### config.mk
export PLATFORM = sky130hd
export DESIGN_NAME = wfs_fetch_seq
export DESIGN_NICKNAME = d
export VERILOG_FILES = /design/src/rtl/wfs_pkg.sv /design/src/rtl/wfs_seq_ctrl.sv /design/src/rtl/wfs_line_ptrs.sv /design/src/rtl/wfs_window.sv /design/src/rtl/wfs_fetch_seq.sv
export SDC_FILE = /design/constraint.sdc
export NUM_CORES = 1
export LEC_CHECK = 0
export BUFFER_PORTS_ARGS = -buffer_cell sky130_fd_sc_hd__clkbuf_2
export CAP_MARGIN = 20
export CELL_PAD_IN_SITES_DETAIL_PLACEMENT = 2
export CELL_PAD_IN_SITES_GLOBAL_PLACEMENT = 2
export CORE_ASPECT_RATIO = 1.1
export CORE_MARGIN = 2
export CORE_UTILIZATION = 39
export DETAILED_ROUTE_END_ITERATION = 8
export PLACE_DENSITY_LB_ADDON = 0.1
export SETUP_SLACK_MARGIN = 0.3
export SLEW_MARGIN = 40
export SYNTH_ARGS = -nofsm -noshare
export SYNTH_HDL_FRONTEND = slang
export SYNTH_HIERARCHICAL = 1
export SYNTH_SLANG_ARGS = --single-unit
### constraint.sdc
create_clock -name clk -period 7.2 [get_ports clk]
set_input_delay 0.72 -clock clk [delete_from_list [all_inputs] [get_ports clk]]
set_output_delay 0.72 -clock clk [all_outputs]
set_load 0.005 [all_outputs]
### src/rtl/wfs_pkg.sv
package wfs_pkg;
  localparam int WIN_N = 3;
  localparam int SEL_W = 2;

  typedef enum logic [2:0] {
    ST_IDLE,
    ST_RD_TOP,
    ST_RD_MID,
    ST_RD_BOT,
    ST_SHIFT
  } seq_state_t;
endpackage

### src/rtl/wfs_seq_ctrl.sv
module wfs_seq_ctrl
  import wfs_pkg::*;
#(
  parameter int COORD_W = 8
) (
  input  logic                  clk,
  input  logic                  rst_n,
  input  logic                  start,
  input  logic                  last_triple,
  output logic [COORD_W-1:0]    pos,
  output logic [SEL_W-1:0]      line_sel,
  output logic                  rd_en,
  output logic                  line_init,
  output logic                  line_adv,
  output logic [WIN_N-1:0]      col_ld,
  output logic                  win_clear,
  output logic                  done
);
  localparam logic [COORD_W-1:0] POS_LAST = '1;

  seq_state_t         st_q, st_n;
  logic [COORD_W-1:0] pos_q, pos_n;
  logic               pos_en;
  logic               clr_q, clr_n;
  logic               done_q, done_n;

  // next-state logic
  always_comb begin
    st_n      = st_q;
    pos_n     = pos_q;
    pos_en    = 1'b0;
    clr_n     = 1'b0;
    done_n    = 1'b0;
    line_init = 1'b0;
    line_adv  = 1'b0;
    unique case (st_q)
      ST_IDLE: begin
        if (start) begin
          st_n      = ST_RD_TOP;
          pos_n     = '0;
          pos_en    = 1'b1;
          clr_n     = 1'b1;
          line_init = 1'b1;
        end
      end
      ST_RD_TOP: st_n = ST_RD_MID;
      ST_RD_MID: st_n = ST_RD_BOT;
      ST_RD_BOT: st_n = ST_SHIFT;
      ST_SHIFT: begin
        pos_n  = pos_q + 1'b1;
        pos_en = 1'b1;
        if (pos_q == POS_LAST) begin
          if (last_triple) begin
            st_n   = ST_IDLE;
            done_n = 1'b1;
          end else begin
            st_n     = ST_RD_TOP;
            clr_n    = 1'b1;
            line_adv = 1'b1;
          end
        end else begin
          st_n = ST_RD_TOP;
        end
      end
      default: st_n = ST_IDLE;
    endcase
  end

  // state registers
  always_ff @(posedge clk or negedge rst_n) begin
    if (!rst_n) begin
      st_q   <= ST_IDLE;
      clr_q  <= 1'b0;
      done_q <= 1'b0;
    end else begin
      st_q   <= st_n;
      clr_q  <= clr_n;
      done_q <= done_n;
    end
  end

  always_ff @(posedge clk or negedge rst_n) begin
    if (!rst_n) begin
      pos_q <= '0;
    end else if (pos_en) begin
      pos_q <= pos_n;
    end
  end

  // output decode
  always_comb begin
    rd_en    = 1'b0;
    line_sel = '0;
    col_ld   = '0;
    unique case (st_q)
      ST_RD_TOP: begin
        rd_en    = 1'b1;
        line_sel = SEL_W'(0);
      end
      ST_RD_MID: begin
        rd_en     = 1'b1;
        line_sel  = SEL_W'(1);
        col_ld[0] = 1'b1;
      end
      ST_RD_BOT: begin
        rd_en     = 1'b1;
        line_sel  = SEL_W'(2);
        col_ld[1] = 1'b1;
      end
      ST_SHIFT:  col_ld[2] = 1'b1;
      default:   rd_en = 1'b0;
    endcase
  end

  assign pos       = pos_q;
  assign win_clear = clr_q;
  assign done      = done_q;
endmodule

### src/rtl/wfs_line_ptrs.sv
module wfs_line_ptrs
  import wfs_pkg::*;
#(
  parameter int COORD_W = 8
) (
  input  logic               clk,
  input  logic               rst_n,
  input  logic               init,
  input  logic               adv,
  input  logic [SEL_W-1:0]   sel,
  output logic [COORD_W-1:0] line_hi,
  output logic               last_triple
);
  logic [COORD_W-1:0] ln_q [WIN_N];

  for (genvar g = 0; g < WIN_N; g++) begin : g_line
    always_ff @(posedge clk or negedge rst_n) begin
      if (!rst_n) begin
        ln_q[g] <= '0;
      end else if (init) begin
        ln_q[g] <= COORD_W'(g);
      end else if (adv) begin
        ln_q[g] <= ln_q[g] + 1'b1;
      end
    end
  end

  always_comb begin
    line_hi = '0;
    for (int k = 0; k < WIN_N; k++) begin
      if (sel == SEL_W'(k)) line_hi = ln_q[k];
    end
  end

  assign last_triple = (ln_q[WIN_N-1] == '1);
endmodule

### src/rtl/wfs_window.sv
module wfs_window
  import wfs_pkg::*;
#(
  parameter int PIX_W = 8
) (
  input  logic                         clk,
  input  logic                         rst_n,
  input  logic                         clear,
  input  logic [WIN_N-1:0]             ld,
  input  logic [PIX_W-1:0]             rd_data,
  output logic [WIN_N*WIN_N*PIX_W-1:0] win_flat,
  output logic                         compute_en
);
  localparam int CNT_W = $clog2(WIN_N + 1);

  logic [PIX_W-1:0] col_q  [WIN_N-1];
  logic [PIX_W-1:0] newcol [WIN_N];
  logic [PIX_W-1:0] win_q  [WIN_N][WIN_N];
  logic [CNT_W-1:0] cnt_q;
  logic             cmp_q;
  logic             shift;

  assign shift = ld[WIN_N-1];

  for (genvar r = 0; r < WIN_N - 1; r++) begin : g_col
    always_ff @(posedge clk or negedge rst_n) begin
      if (!rst_n) begin
        col_q[r] <= '0;
      end else if (clear) begin
        col_q[r] <= '0;
      end else if (ld[r]) begin
        col_q[r] <= rd_data;
      end
    end
    assign newcol[r] = col_q[r];
  end
  assign newcol[WIN_N-1] = rd_data;

  for (genvar r = 0; r < WIN_N; r++) begin : g_row
    for (genvar c = 0; c < WIN_N; c++) begin : g_el
      always_ff @(posedge clk or negedge rst_n) begin
        if (!rst_n) begin
          win_q[r][c] <= '0;
        end else if (clear) begin
          win_q[r][c] <= '0;
        end else if (shift) begin
          if (c == WIN_N - 1) win_q[r][c] <= newcol[r];
          else                win_q[r][c] <= win_q[r][(c+1)%WIN_N];
        end
      end
      assign win_flat[(r*WIN_N+c)*PIX_W +: PIX_W] = win_q[r][c];
    end
  end

  always_ff @(posedge clk or negedge rst_n) begin
    if (!rst_n) begin
      cnt_q <= '0;
    end else if (clear) begin
      cnt_q <= '0;
    end else if (shift && (cnt_q < CNT_W'(WIN_N))) begin
      cnt_q <= cnt_q + 1'b1;
    end
  end

  always_ff @(posedge clk or negedge rst_n) begin
    if (!rst_n) begin
      cmp_q <= 1'b0;
    end else begin
      cmp_q <= shift && (cnt_q >= CNT_W'(WIN_N - 1));
    end
  end

  assign compute_en = cmp_q;
endmodule

### src/rtl/wfs_fetch_seq.sv
module wfs_fetch_seq
  import wfs_pkg::*;
#(
  parameter int COORD_W = 8,
  parameter int PIX_W   = 8
) (
  input  logic                         clk,
  input  logic                         rst_n,
  input  logic                         start,
  output logic [2*COORD_W-1:0]         rd_addr,
  output logic                         rd_en,
  input  logic [PIX_W-1:0]             rd_data,
  output logic [WIN_N-1:0]             col_ld,
  output logic                         win_clear,
  output logic                         compute_en,
  output logic                         done,
  output logic [WIN_N*WIN_N*PIX_W-1:0] win_px
);
  logic               rst_s1, rst_s2;
  logic [COORD_W-1:0] pos;
  logic [COORD_W-1:0] line_hi;
  logic [SEL_W-1:0]   line_sel;
  logic               line_init, line_adv, last_triple;

  // asynchronous assert, synchronous release
  always_ff @(posedge clk or negedge rst_n) begin
    if (!rst_n) begin
      rst_s1 <= 1'b0;
      rst_s2 <= 1'b0;
    end else begin
      rst_s1 <= 1'b1;
      rst_s2 <= rst_s1;
    end
  end

  wfs_seq_ctrl #(.COORD_W(COORD_W)) u_ctrl (
    .clk        (clk),
    .rst_n      (rst_s2),
    .start      (start),
    .last_triple(last_triple),
    .pos        (pos),
    .line_sel   (line_sel),
    .rd_en      (rd_en),
    .line_init  (line_init),
    .line_adv   (line_adv),
    .col_ld     (col_ld),
    .win_clear  (win_clear),
    .done       (done)
  );

  wfs_line_ptrs #(.COORD_W(COORD_W)) u_lines (
    .clk        (clk),
    .rst_n      (rst_s2),
    .init       (line_init),
    .adv        (line_adv),
    .sel        (line_sel),
    .line_hi    (line_hi),
    .last_triple(last_triple)
  );

  wfs_window #(.PIX_W(PIX_W)) u_win (
    .clk       (clk),
    .rst_n     (rst_s2),
    .clear     (win_clear),
    .ld        (col_ld),
    .rd_data   (rd_data),
    .win_flat  (win_px),
    .compute_en(compute_en)
  );

  assign rd_addr = {line_hi, pos};
endmodule

# Word-level counts from Yosys, hierarchy flattened
# Index checks and enable logic that the tools add are counted.
# W data, S select, Z words.
dict set report totals {
  regBits 130
  inputBits 11
  out_inout_bits 95
  elab_cells 104
}
dict set report classes {
  add_sub_neg 5
  magnitude_cmp 2
  eq_ne 9
  mux 54
  reduce_logical 12
}
# cell n
set op_table {}
lappend op_table {{$mux W8} 32}
lappend op_table {{$add A8 B1 Y8 const B} 4}
lappend op_table {{$eq A8 B8 Y1 const B} 2}
lappend op_table {{$pmux W8 S2} 1}
lappend op_table {{$pmux W3 S5} 1}
lappend op_table {{$mux W1} 14}
lappend op_table {{$reduce_bool A2 Y1} 6}
lappend op_table {{$eq A3 B2 Y1 const B} 2}
lappend op_table {{$mux W2} 2}
lappend op_table {{$pmux W1 S2} 2}
lappend op_table {{$pmux W2 S2} 1}
lappend op_table {{$eq A3 B1 Y1 const B} 1}
lappend op_table {{$eq A3 B3 Y1 const B} 1}
lappend op_table {{$logic_not A3 Y1} 1}
lappend op_table {{$mux W3} 1}
lappend op_table {{$reduce_and A3 Y1} 1}
lappend op_table {{$reduce_or A3 Y1} 1}
lappend op_table {{$add A2 B1 Y2 const B} 1}
lappend op_table {{$eq A2 B1 Y1 const B} 1}
lappend op_table {{$eq A2 B2 Y1 const B} 1}
lappend op_table {{$ge A2 B2 Y1 const B} 1}
lappend op_table {{$logic_and A1 B1 Y1} 2}
lappend op_table {{$logic_not A2 Y1} 1}
lappend op_table {{$lt A2 B2 Y1 const B} 1}
lappend op_table {{$ne A2 B2 Y1 const B} 1}

# Depth between registers and ports, before layout
# Gate-level depths: netlist of the first run.
dict set report logic_depth {
  depth_word 6
  depth_mapped 11
}

# Modules after synthesis
# Netlist of the first run, hierarchy kept.
# module instances cells_per_inst area_per_inst_um2 seq_area_each_um2
set modules_own_cells {}
lappend modules_own_cells {wfs_window 1 298 3797.4 2277.2}
lappend modules_own_cells {wfs_line_ptrs 1 140 1313.8 600.6}
lappend modules_own_cells {wfs_seq_ctrl 1 68 689.4 325.3}
lappend modules_own_cells {wfs_fetch_seq 1 3 53.8 50.0}

# Worst setup path before layout of the first run
# Ideal clock, no wire load.
dict set report synth_path {
  path_type {register to register}
  startpoint {register u_ctrl.st_q[0]}
  endpoint {register u_lines/ln_q[15] (netlist name)}
  arrival_ps 2418
  t_required_ps 7122
  setup_slack_ps 4704
  path_stages_with_launch 11
  n_path_buf 3
  cell_sequence {dfrtp_1 -> buf_6 -> or3b_1 -> buf_6 -> inv_1 -> nand3_1 -> nor3_1 -> buf_4 -> o2111ai_2 -> or4_1 -> a21oi_1}
}
dict set report synth_via {
  elab_chain_cells 3
}
# item line
set synth_rtl {}
lappend synth_rtl {{start, declared} wfs_seq_ctrl.sv:21} ;# seq_state_t st_q, st_n;
lappend synth_rtl {{start signal, assigned} wfs_seq_ctrl.sv:76} ;# st_q <= st_n;
lappend synth_rtl {{$eq A3 B3 Y1} wfs_seq_ctrl.sv:36} ;# unique case (st_q)
lappend synth_rtl {{$mux W1} wfs_seq_ctrl.sv:36}
lappend synth_rtl {{net line_adv} wfs_fetch_seq.sv:23} ;# logic line_init, line_adv, last_triple;
lappend synth_rtl {{$reduce_bool A2 Y1 (no line)} -}
lappend synth_rtl {{end signal, assigned by index} wfs_line_ptrs.sv:21} ;# ln_q[g] <= COORD_W'(g);
lappend synth_rtl {{end signal, assigned by index} wfs_line_ptrs.sv:23} ;# ln_q[g] <= ln_q[g] + 1'b1;
lappend synth_rtl {{end, declared} wfs_line_ptrs.sv:14} ;# logic [COORD_W-1:0] ln_q [WIN_N];
# The timed path passes the listed nets, and every way through them passes these cells.
# A chain may end at the register's enable or synchronous reset.

# Final worst setup path of the first run
dict set report layout_path {
  startpoint {register u_ctrl.st_q[0]}
  endpoint {register u_lines/ln_q[14] (netlist name)}
}
# Same word-level chain as after synthesis.

==> results of run 1 <==
==> state kept, by name, summed over array words and instances (netlist names) <==
signal	flops
u_ctrl/done	1
u_lines/ln_q	24
rst_s2	1
rst_s1	1
u_win/win_flat	72
u_ctrl/st_q	3
u_ctrl/win_clear	1
u_ctrl/pos	8
u_win/compute_en	1
u_win/cnt_q	2
u_win/col_q	16
==> stage by stage <==
step                utilization, %  hold WS, ns
global route                  48.5       0.0579
CTS                           48.5       0.0568
finish                        48.5       0.0740
floorplan                        -        0.331
detailed placement            44.3        0.200
global placement              43.8        0.341
==> area by class of cell <==
| type | instances | area share, % |
|---|---|---|
| tap | 192 | 3.40 |
| multi-input combinational | 341 | 32.5 |
| sequential | 130 | 46.2 |
| inverter | 6 | 0.354 |
| timing repair buffer | 113 | 8.87 |
| clock inverter | 9 | 1.81 |
| clock buffer | 23 | 6.91 |
==> synth_stat cells, types with 3 or more instances <==
cell / instances / area, µm²
o21ai_0: 9 / 45.0
mux2_2: 3 / 33.8
a21oi_1: 9 / 45.0
buf_4: 4 / 30.0
nor2_1: 109 / 409
buf_12: 8 / 160
nor2b_1: 5 / 31.3
and3_1: 3 / 18.8
nand2_1: 21 / 78.8
buf_2: 9 / 45.0
mux2i_1: 101 / 1010
nand3_1: 13 / 65.1
nand4_1: 6 / 37.5
clkbuf_1: 8 / 30.0
dfrtp_1: 130 / 3250
buf_6: 3 / 33.8
or3_1: 7 / 43.8
xnor2_1: 5 / 43.8
xor2_1: 10 / 87.6
ha_1: 6 / 75.1
inv_1: 6 / 22.5
o21ai_1: 8 / 40.0
==> kinds of logic (layout without fill, tap and decap cells) <==
logic type               Yosys count  after routing  synth area share, %
multiplexers                     104            104                 17.8
other                              1              1               0.0641
AND/OR/NAND/NOR                  176            176                 13.2
buffers and inverters             38            151                 5.49
adder cells (fa/ha/maj)            6              6                 1.28
flip-flops                       130            130                 55.6
AO/OA/AOI/OAI                     39             39                 4.27
XOR/XNOR                          15             15                 2.24
==> routing by layer <==
layer  routed length, µm  GRT usage, %  vias to the layer above
met5                   0             0                        -
met4                 232          7.04                        0
met3                 444          4.09                       18
met2                8370          36.7                       75
met1                6610          25.3                     2191
li1                    -             -                     1941
==> worst register-to-register path: stages, from the launching register on <==
cell       delay, ns
dfrtp_1         0.49
or3b_1          0.61
inv_4           0.34
nand3_1         0.19
nor3_2          0.17
buf_4           0.28
o2111ai_2       0.21
or4_1           0.49
a21oi_1         0.20
==> how the worst max path moves through the flow <==
| stage | endpoint | slack, ns | depth (start not counted) |
|---|---|---|---|
| after floorplan | u_ctrl/done | 3.31 | 0 |
| after global placement | u_lines/ln_q[15] | 4.24 | 7 |
| after detailed placement | u_lines/ln_q[15] | 4.15 | 7 |
| after CTS | rd_addr[14] | 4.13 | 6 |
| after global routing | u_lines/ln_q[15] | 3.95 | 8 |
| final | u_lines/ln_q[14] | 4.13 | 8 |
==> power by group <==
group	switching [mW]	internal [mW]	leakage (nW)
Clock	0.322	0.579	0.295
Combinational	0.354	0.274	1.31
Sequential	0.173	0.879	1.77
==> results.yml, run 1 <==
drt:
  firstDrtPassIters: 4
  wl_per_cell_um: 19.2
  drc: 0
  drtIter0Drc: 149
  drt-vias-per-instance: 5.19
  wl_um: 15700
  final_antenna_net_count: 0
  num_vias: 4225
pwr:
  p_leak_nw: 3.37
  total_power_mw: 2.58
  ir_worst_vdd_mv: 0.156
  power.density_nw_per_um2: 365
floorplan:
  rows: 46
  die_y_um: 133
  core_um2: 14600
  die-area_um2: 16000
  top_level_ports: 106
  start_util_pct: 40.2
  dieWidth_um: 121
worst_setup_path:
  startpoint: "u_ctrl/st_q[0]"
  ff2ff_path_depth: 8
  end_kind: "register"
  crit_fanout: 21
  crit_chain: "or3b_1, inv_4, nand3_1, nor3_2, buf_4, o2111ai_2, or4_1, a21oi_1"
  r2r_end: "u_lines/ln_q[14]"
  path_class: "register to register"
  cp-start-kind: "register"
  r2r-start: "u_ctrl/st_q[0]"
  max_stage_delay_ns: 0.61
  cp.buffers_inverters: 2
  critical_path_required_ns: 7.53
  cp_top_family: "simple AND/OR/NAND/NOR gates"
  ff2ff_setup_slack_ns: 4.13
  critPathSlowestCell: "or3b_1"
  arrival_ns: 3.40
clocking:
  cts.path.max_buffers: 2
  cts_buffers: 17
  cts_root_buffer: "clkbuf_16"
  clock-sinks: 130
  tritoncts: "yes"
  clk_transition_reported_paths_ns: 0.06
  cts_setup_buffers: 0
  hold_buffers: 0
  post_cts_resized: 0
  insertion_delay_ns: 0.42
  htreeDepth: 4
sta:
  fin_skew_ns: 0.00563
  post-route-period-util_pct: 42.6
  drv_slew: 0
  layout_setup_ws_ns: 4.13
  finalCriticalPeriod_ns: 3.07
  slew_headroom_pct: 50.3
  max_clock_freq_ghz: 0.326
  rsz0062_at_grt: "no"
  tns_ns: 0
  hold_viol: 0
  setup_violations: 0
  worst_slew_pin_slew_ns: 0.745
placed_design:
  dp_cells: 782
  placed_cell_area_um2: 6450
  place_ws_ns: 4.15
  place.gp.congestion: 0.770
  dp_hpwl_um: 10300
  port_buffers: 105
cells_and_area:
  fillers: 1505
  syn_to_final_growth_pct: 20.7
  layout_commonest_cell: "dfrtp_1"
  diodes: 0
  final_area_um2: 7060
  fin_nets: 626
  finalNonFillerCells: 814
  area.sequential_um2: 3260
  multi_input_area_um2: 2300
  drive_above_1_share_pct: 24.8
  mostFrequentLayoutCells: "dfrtp_1, nor2_1, clkbuf_2, mux2i_1, nand2_1"
synth:
  synth_cells: 509
  syn_area_um2: 5850
  ys_types: 42
  synth_nets: 526
  async_reset_ff_share_pct: 100
  ys_seq_elements: 130
  synth-main-ff-cell: "dfrtp_1"
  syn_avg_cell_area_um2: 11.5
  synth-edff-count: 0
  yosysSeqAreaShare_pct: 55.6
  ys_warn_count: 6
hold_path:
  hp-class: "input pin to async pin"
flow_run:
  maxCapViolations: 0
global_route:
  grt_pass1_wl_um: 25900
  grt_max_degree: 61
  overflow: 0
  antenna_found_initial: 0
  grt.total_usage_pct: 20.8
  grt_pass1_vias: 4731
run_status:
  status: "finished, final reports clean"
Power figures use the tool's default switching activity.
==> inputs of run 2 (changes only) <==
--- a/config.mk
+++ b/config.mk
@@ -5,13 +5,14 @@
 export SDC_FILE = /design/constraint.sdc
 export NUM_CORES = 1
 export LEC_CHECK = 0
+export ABC_AREA = 1
 export BUFFER_PORTS_ARGS = -buffer_cell sky130_fd_sc_hd__clkbuf_2
 export CAP_MARGIN = 20
 export CELL_PAD_IN_SITES_DETAIL_PLACEMENT = 2
 export CELL_PAD_IN_SITES_GLOBAL_PLACEMENT = 2
 export CORE_ASPECT_RATIO = 1.1
 export CORE_MARGIN = 2
-export CORE_UTILIZATION = 39
+export CORE_UTILIZATION = 33
 export DETAILED_ROUTE_END_ITERATION = 8
 export PLACE_DENSITY_LB_ADDON = 0.1
 export SETUP_SLACK_MARGIN = 0.3
==> constraint.sdc (replaced) <==
create_clock -name clk -period 3.1 [get_ports clk]
set_input_delay 0.31 -clock clk [delete_from_list [all_inputs] [get_ports clk]]
set_output_delay 0.31 -clock clk [all_outputs]
set_load 0.005 [all_outputs]
==> results.yml, run 2 <==
drt:
  drt-vias-per-instance: 4.88
  drtIter0Drc: 215
  num_vias: 5012
  wl_per_cell_um: 17.4
  drc: 0
  final_antenna_net_count: 0
  firstDrtPassIters: 5
  wl_um: 17800
hold_path:
  hp-class: "input pin to register"
  hold_depth: 3
cells_and_area:
  syn_to_final_growth_pct: 24.0
  fillers: 1959
  layout_commonest_cell: "nand2_1"
  largest_reg_flops: 72
  mostFrequentLayoutCells: "nand2_1, dfrtp_1, clkbuf_2, nand3_1, inv_1"
  fin_nets: 796
  diodes: 0
  drive_above_1_share_pct: 22.0
  final_area_um2: 7220
global_route:
  grt_pass1_wl_um: 29300
  grt_max_degree: 65
  global_route.usage.met2_pct: 36.9
  overflow: 0
  antenna_found_initial: 0
  busiest_layer: "met2"
  grt_pass1_vias: 5584
  grt.total_usage_pct: 20.4
  groute.layer.met1.usage_pct: 24.3
  use_met3_pct: 4.10
worst_setup_path:
  critical_path_required_ns: 2.79
  ff2ff_path_depth: 12
  end_kind: "primary output"
  path_class: "register to primary output"
  cp-start-kind: "register"
  arrival_ns: 2.28
  crit_fanout: 8
clocking:
  tritoncts: "yes"
  cts.path.max_buffers: 2
  htreeDepth: 4
  insertion_delay_ns: 0.42
  clk_transition_reported_paths_ns: 0.06
  cts_root_buffer: "clkbuf_16"
  clock-sinks: 130
  cts_buffers: 17
sta:
  finalCriticalPeriod_ns: 2.59
  worst_slew_pin_slew_ns: 0.758
  fin_skew_ns: 0.00708
  slew_headroom_pct: 49.4
  tns_ns: 0
  rsz0062_at_grt: "no"
  drv_slew: 0
  post-route-period-util_pct: 83.6
  max_clock_freq_ghz: 0.386
  setup_violations: 0
  hold_viol: 0
synth:
  syn_area_um2: 5820
  synthTopCellsByArea: "dfrtp_1, nand2_1, nand3_1"
  synth_nets: 689
  yosysTopAreaCellShare_pct: 55.9
  async_reset_ff_share_pct: 100
  yosysSeqAreaShare_pct: 55.9
  synth-main-ff-cell: "dfrtp_1"
  ys_seq_elements: 130
  synth.most_common_cell: "nand2_1"
  yosys-top-cells-count: "nand2_1, dfrtp_1, nand3_1"
  synth_cells: 672
  ys_warn_count: 6
  ys_types: 34
  syn_avg_cell_area_um2: 8.67
  synth-edff-count: 0
  yosysTopAreaCell: "dfrtp_1"
floorplan:
  die_y_um: 143
  core_um2: 17100
  top_level_ports: 106
  dieWidth_um: 131
  die-area_um2: 18700
  rows: 50
  start_util_pct: 34.0
placed_design:
  place.gp.congestion: 0.776
  placed_cell_area_um2: 6540
  dp_hpwl_um: 12000
  port_buffers: 105
pwr:
  p_leak_nw: 3.87
  total_power_mw: 6.47
  power.density_nw_per_um2: 896
  ir_worst_vdd_mv: 0.409
flow_run:
  maxCapViolations: 0
run_status:
  status: "finished, final reports clean"
==> run 2: cell types whose count changed after synthesis, moves of 7 or more <==
cell,previous run,this run
a21oi_1,9,17
buf_12,8,0
inv_1,6,39
mux2i_1,101,0
nand2_1,21,242
nand3_1,13,92
nor2_1,109,38
nor2_4,0,8
o21ai_0,9,36
or3_1,7,0
xor2_1,10,0
==> run 2: report_power, final <==
part / leakage, nW / switching, mW / internal [mW] / total, mW
Sequential: 1.76 / 0.394 / 2.11 / 2.50
Combinational: 1.80 / 1.19 / 0.589 / 1.78
Clock: 0.302 / 0.761 / 1.42 / 2.18
==> run 2: what timing repair did <==
action | CTS | global route
endpoints found under the hold margin | 2 | 0
hold buffers | 1 | 0
gates resized for setup | 1 | 1
setup endpoints to repair | 8 | 2
setup buffers | 0 | 0
==> run 2: cell type report <==
| class | instances | area (µm²) | area share (%) |
|---|---|---|---|
| Timing Repair Buffer | 116 | 648 | 8.98 |
| Sequential cell | 130 | 3260 | 45.1 |
| Multi-Input combinational cell | 471 | 2210 | 30.6 |
| Inverter | 43 | 168 | 2.32 |
| Tap cell | 234 | 293 | 4.06 |
| Clock inverter | 14 | 213 | 2.95 |
| Clock buffer | 18 | 429 | 5.95 |
==> run 2: critical path, stage by stage, from the launching register on <==
cell and delay, ns:
dfrtp_1 0.53, or2_2 0.19, nor2_1 0.05, buf_4 0.15, nor2_1 0.51, nand2_1 0.20, nand3_1 0.12, clkbuf_2 0.11
==> run 2: logic make-up (layout without fill, tap and decap cells) <==
logic type	after synthesis	in the layout	synth area share [%]
and+or+nand+nor	399	399	30.4
buffers and inverters	71	191	6.38
DFF	130	130	55.9
xor gates and xnor gates	3	3	0.451
AOI/OAI and AO/OA	62	62	5.59
adders and majority gates	6	6	1.29
other	1	1	0.0644
==> run 2: path summary, 6_finish.rpt <==
| check | start | endpoint | slack (ns) |
|---|---|---|---|
| setup / recovery | u_ctrl/st_q[2] | rd_addr[10] | 0.51 |
| hold / removal | rd_data[7] | u_win/col_q[15] | 0.18 |
| setup reg to reg | u_lines/ln_q[0] | u_lines/ln_q[6] | 0.88 |
| hold reg to reg | rst_s2 | u_win/cnt_q[1] | 0.20 |
| max in group asynchronous | rst_s2 | u_win/col_q[9] | 1.96 |
| min in group asynchronous | rst_s2 | u_win/cnt_q[1] | 0.20 |
==> run 2: metrics by stage <==
stage / setup WS (ns) / std cells / util (%) / hold WS, ns
floorplan: 0.936 / 672 / - / 0.0144
global placement: 0.824 / 992 / 38.1 / 0.0950
detailed placement: 0.699 / 992 / 38.1 / 0.0985
CTS: 0.412 / 1025 / 42.0 / 0.164
global route: 0.351 / 1026 / 42.1 / 0.169
finish: 0.508 / 1026 / 42.1 / 0.181
==> run 2: routing by layer <==
metal	vias to the layer above	wire [µm]
met5	-	0
met4	0	226
met3	16	541
met2	80	9530
met1	2555	7500
li1	2361	-
